==> src/rtl/page_xlate_pkg.sv <==
package page_xlate_pkg;
  localparam int unsigned LA_W   = 16;
  localparam int unsigned OFF_W  = 11;
  localparam int unsigned PPN_W  = 8;
  localparam int unsigned ENT_W  = 16;
  localparam int unsigned IDX_W  = 8;
  localparam int unsigned PAGE_W = LA_W - OFF_W;
  localparam int unsigned PA_W   = PPN_W + OFF_W;
endpackage

==> src/rtl/page_xlate_table.sv <==
module page_xlate_table #(
  parameter int unsigned IDX_W = page_xlate_pkg::IDX_W,
  parameter int unsigned ENT_W = page_xlate_pkg::ENT_W,
  parameter int unsigned PPN_W = page_xlate_pkg::PPN_W
) (
  input  logic             clk,
  input  logic             we,
  input  logic [IDX_W-1:0] wr_idx,
  input  logic [ENT_W-1:0] wr_data,
  input  logic [IDX_W-1:0] rd_idx,
  output logic [PPN_W-1:0] rd_ppn
);
  localparam int unsigned DEPTH = 1 << IDX_W;

  // Only the page-number field is kept; the low bits never reach the output.
  logic [PPN_W-1:0] mem [DEPTH];

  always_ff @(posedge clk) begin
    if (we) mem[wr_idx] <= wr_data[ENT_W-1 -: PPN_W];
  end

  assign rd_ppn = mem[rd_idx];
endmodule

==> src/rtl/page_xlate_index.sv <==
module page_xlate_index #(
  parameter int unsigned IDX_W  = page_xlate_pkg::IDX_W,
  parameter int unsigned PAGE_W = page_xlate_pkg::PAGE_W
) (
  input  logic              clk,
  input  logic              rst_n,
  input  logic              base_we,
  input  logic [IDX_W-1:0]  base_data,
  input  logic [PAGE_W-1:0] page,
  output logic [IDX_W-1:0]  base_q,
  output logic [IDX_W-1:0]  idx
);
  always_ff @(posedge clk or negedge rst_n) begin
    if (!rst_n)       base_q <= '0;
    else if (base_we) base_q <= base_data;
  end

  // Sum truncated to IDX_W bits: wraps modulo the table depth.
  assign idx = base_q + IDX_W'(page);
endmodule

==> src/rtl/page_xlate_compose.sv <==
module page_xlate_compose #(
  parameter int unsigned LA_W  = page_xlate_pkg::LA_W,
  parameter int unsigned OFF_W = page_xlate_pkg::OFF_W,
  parameter int unsigned PPN_W = page_xlate_pkg::PPN_W,
  parameter int unsigned PA_W  = page_xlate_pkg::PA_W
) (
  input  logic             en,
  input  logic [LA_W-1:0]  log_addr,
  input  logic [PPN_W-1:0] ppn,
  output logic [PA_W-1:0]  phys_addr
);
  logic [PA_W-1:0] bypass;
  logic [PA_W-1:0] mapped;

  generate
    if (PA_W > LA_W) begin : g_ext
      assign bypass = {{(PA_W-LA_W){1'b0}}, log_addr};
    end else begin : g_trunc
      assign bypass = log_addr[PA_W-1:0];
    end
  endgenerate

  assign mapped    = {ppn, log_addr[OFF_W-1:0]};
  assign phys_addr = en ? mapped : bypass;
endmodule

==> src/rtl/page_xlate.sv <==
module page_xlate
  import page_xlate_pkg::*;
(
  input  logic             clk,
  input  logic             rst_n,
  input  logic             xl_en,
  input  logic [LA_W-1:0]  log_addr,
  input  logic             ent_we,
  input  logic [IDX_W-1:0] ent_idx,
  input  logic [ENT_W-1:0] ent_data,
  input  logic             base_we,
  input  logic [IDX_W-1:0] base_data,
  output logic [PA_W-1:0]  phys_addr
);
  logic [IDX_W-1:0] base_q;
  logic [IDX_W-1:0] rd_idx;
  logic [PPN_W-1:0] ppn;

  page_xlate_index #(.IDX_W(IDX_W), .PAGE_W(PAGE_W)) u_index (
    .clk      (clk),
    .rst_n    (rst_n),
    .base_we  (base_we),
    .base_data(base_data),
    .page     (log_addr[LA_W-1:OFF_W]),
    .base_q   (base_q),
    .idx      (rd_idx)
  );

  page_xlate_table #(.IDX_W(IDX_W), .ENT_W(ENT_W), .PPN_W(PPN_W)) u_table (
    .clk    (clk),
    .we     (ent_we),
    .wr_idx (ent_idx),
    .wr_data(ent_data),
    .rd_idx (rd_idx),
    .rd_ppn (ppn)
  );

  page_xlate_compose #(.LA_W(LA_W), .OFF_W(OFF_W), .PPN_W(PPN_W), .PA_W(PA_W)) u_compose (
    .en       (xl_en),
    .log_addr (log_addr),
    .ppn      (ppn),
    .phys_addr(phys_addr)
  );
endmodule

==> config.mk <==
export PLATFORM = sky130hd
export DESIGN_NAME = page_xlate
export DESIGN_NICKNAME = d
export VERILOG_FILES = /design/src/rtl/page_xlate_pkg.sv /design/src/rtl/page_xlate_table.sv /design/src/rtl/page_xlate_index.sv /design/src/rtl/page_xlate_compose.sv /design/src/rtl/page_xlate.sv
export SDC_FILE = /design/constraint.sdc
export NUM_CORES = 2
export LEC_CHECK = 0
export BUFFER_PORTS_ARGS = -buffer_cell sky130_fd_sc_hd__buf_2
export CORE_MARGIN = 10
export CORE_UTILIZATION = 54
export DETAILED_ROUTE_END_ITERATION = 10
export GPL_TIMING_DRIVEN = 0
export PLACE_DENSITY = 0.69
export SYNTH_ARGS = -nofsm -noshare
export SYNTH_HDL_FRONTEND = slang
export SYNTH_SLANG_ARGS = --single-unit
export TNS_END_PERCENT = 10
==> constraint.sdc <==
create_clock -name clk -period 5.7 [get_ports clk]
set_input_delay 0.285 -clock clk [delete_from_list [all_inputs] [get_ports clk]]
set_output_delay 0.285 -clock clk [all_outputs]
set_load 0.02 [all_outputs]
==> metrics.yaml <==
setup_slack_ns: -0.09175
hold_viol: 0
max-clock-path-buffers: 3
ys_seq_area_frac: 0.7707
fin_skew_ns: 0
yosysWarnings: 0
dp_hpwl_mm: 145.8
antenna_found_initial: 13
synth_cells: 3520
nNetsFinal: 3863
violations: "max-capacitance violations, max-slew violations, negative setup slack"
rsz0062_at_grt: "yes"
io_pins: 72
htree_levels: 4
vias_per_cell: 6.810
insertion_delay_ns: 0.84
wirelength_mm: 224.4
arrival_ns: 5.51
fin_crit_ns: 5.792
die-height_um: 405.0
setup_violations: 2
area_delta_synth_final_pct: 12.36
layout_worst_path_cycle_share: 1.016
gr-total-overflow: 0
timing.hold.ws_ns: 0.2155
layout_common_cells: "edfxtp_1, mux4_2, nor2_1"
core.rowCount: 141
syn_area_per_cell_um2: 22.74
syn_nets: 3579
fill_cells: 10050
port_buffers: 46
cts_sinks: 2056
routedWlPerCell_um: 38.00
final_util: 0.6099
ys_ff_latch: 2056
grt_pass1_vias: 39090
cp-start-kind: "register"
crit_path_end_kind: "primary output"
synth_top_cell_area_share: 0.7682
slew_violations: 22
hold_path.class: "primary input to register"
postRouteAntennaNets: 0
tritoncts: "yes"
place_inst: 5508
drt_first_iter_violations: 6933
clk_pin_slew_ns: 0.06
die_area_um2: 164100
crit_required_ns: 5.41
cellPowerDensity_nw_per_um2: 388.9
num_vias: 40220
path_max_fanout: 10
outcome: "finished with violations"
syn-cell-area_um2: 80060
fmax_mhz: 172.7
root_buffer: "clkbuf_16"
maxSlewHeadroom: -0.03202
cts_buffers: 199
drc: 0
gp_congestion: 0.9643
synth_ff_type: "edfxtp_1"
synth_area_leaders: "edfxtp_1, mux4_2, nor2_1, nand2_1, clkbuf_1"
grt_usage: 0.2755
synth-edff-count: 2048
grt_max_degree: 181
fp.dieW_um: 405.0
cap_violations: 2
layout.cells.non_filler: 5906
fin_tns_setup_ns: -0.1249
start_util: 0.5428
grt_pass1_wl_mm: 311.6
critPathKind: "register to primary output"
leakage_nw: 27.83
async_reset_ff_frac: 0.003891
worstMarginPinSlew_ns: 1.548
synth_top_cell_by_area: "edfxtp_1"
ir_drop_uv: 329.0
p_total_mw: 34.99
drive_gt1_frac: 0.2922
mostFrequentLayoutCell: "edfxtp_1"
synth.distinct_cells: 50
coreArea_um2: 147500
dr.pass1.iters: 6
[path summary, 6_finish.rpt]
kind                                    from             endpoint  slack (ns)  cells after the start
max                        u_index.base_q[0]        phys_addr[15]       -0.09                     16
min                               ent_idx[4]  u_table.mem[248][5]        0.22                      3
max reg2reg                u_index.base_q[5]    u_index.base_q[5]        4.16                      3
min reg2reg                u_index.base_q[2]    u_index.base_q[2]        1.09                      2
max in group asynchronous              rst_n    u_index.base_q[5]        4.99                      3
min in group asynchronous              rst_n    u_index.base_q[2]        0.43                      3
[stage by stage]
step                      instance area [µm²]  worst slack [ns]
final                                   89950          -0.09175
after global routing                    89940          -0.02760
after CTS                               89870          0.009695
after detailed placement                83100           -0.7431
after global placement                  82700            -1.085
after floorplan                         80060             2.032
[per-layer routing]
layer | track usage | routed length [µm]
met4 | 0.1053 | 10500
met3 | 0.09328 | 31050
met2 | 0.4086 | 101600
met1 | 0.3813 | 81110
met5 | 0.003508 | 125
[timing repair]
action | CTS | global route
hold buffers | 28 | 0
setup buffers | 0 | 0
endpoints found under the setup margin | 8 | 8
gates resized for setup | 124 | 33
endpoints found under the hold margin | 392 | 0
[registers in the layout, summed over array words and instances (netlist names)]
signal          count
u_index.base_q      8
u_table.mem      2048
[cells in the mapped netlist (2+ instances only)]
master / count
edfxtp_1: 2048
mux4_2: 632
nor2_1: 271
nand2_1: 105
clkbuf_1: 104
nand3_1: 65
buf_2: 58
buf_4: 37
mux2i_1: 26
a21oi_1: 17
o21ai_0: 17
nor2b_1: 12
buf_6: 10
nand4_1: 9
dfrtp_1: 8
inv_1: 8
a32oi_1: 7
buf_1: 7
nor3_1: 7
and3_1: 6
mux2_2: 6
or3_1: 6
ha_1: 5
o211ai_1: 5
a221o_1: 4
a31o_2: 4
o21a_1: 4
a211oi_1: 3
o2111ai_1: 3
o21ai_1: 3
a22o_1: 2
nor2_2: 2
nor4_1: 2
[power by group]
part	switching, mW	leakage, nW	internal (mW)
sequential	0.0113	18.5	16.7
clock	5.65	3.03	7.06
combinational	3.46	6.30	2.14
total	9.13	27.8	25.9
[cells by family after synthesis]
kind of cell | synth area share
buffers and inverters | 0.01408
multiplexers | 0.1819
AO/OA/AOI/OAI | 0.006377
adder cells (fa/ha/maj) | 0.001032
flip-flops | 0.7707
AND/OR/NAND/NOR | 0.02571
XOR/XNOR | 0.0002188
[final cells by class]
class | count | area (µm²) | share of cell area
repair buffers | 86 | 875.8 | 0.009737
multi-input cells | 1240 | 17290 | 0.1922
clock buffers | 253 | 5245 | 0.05831
diodes | 10 | 25.02 | 0.0002782
inverters | 8 | 30.03 | 0.0003338
flip-flops and latches | 2056 | 61700 | 0.6859
plain buffers | 213 | 1414 | 0.01572
clock inverters | 110 | 959.7 | 0.01067
well taps | 1930 | 2415 | 0.02685
[worst max-delay path: stages, from the launching register on]
cell,delay [ns]
dfrtp_1,0.37
ha_1,0.20
inv_1,0.06
fa_1,0.47
buf_4,0.23
buf_4,0.28
buf_4,0.34
clkbuf_8,0.31
buf_4,0.34
mux4_2,0.36
mux2i_1,0.26
mux2i_1,0.24
mux2i_2,0.30
mux2i_1,0.18
a32oi_1,0.30
o21ai_2,0.18
buf_2,0.20
No activity file was read; power rests on OpenSTA's default activity.
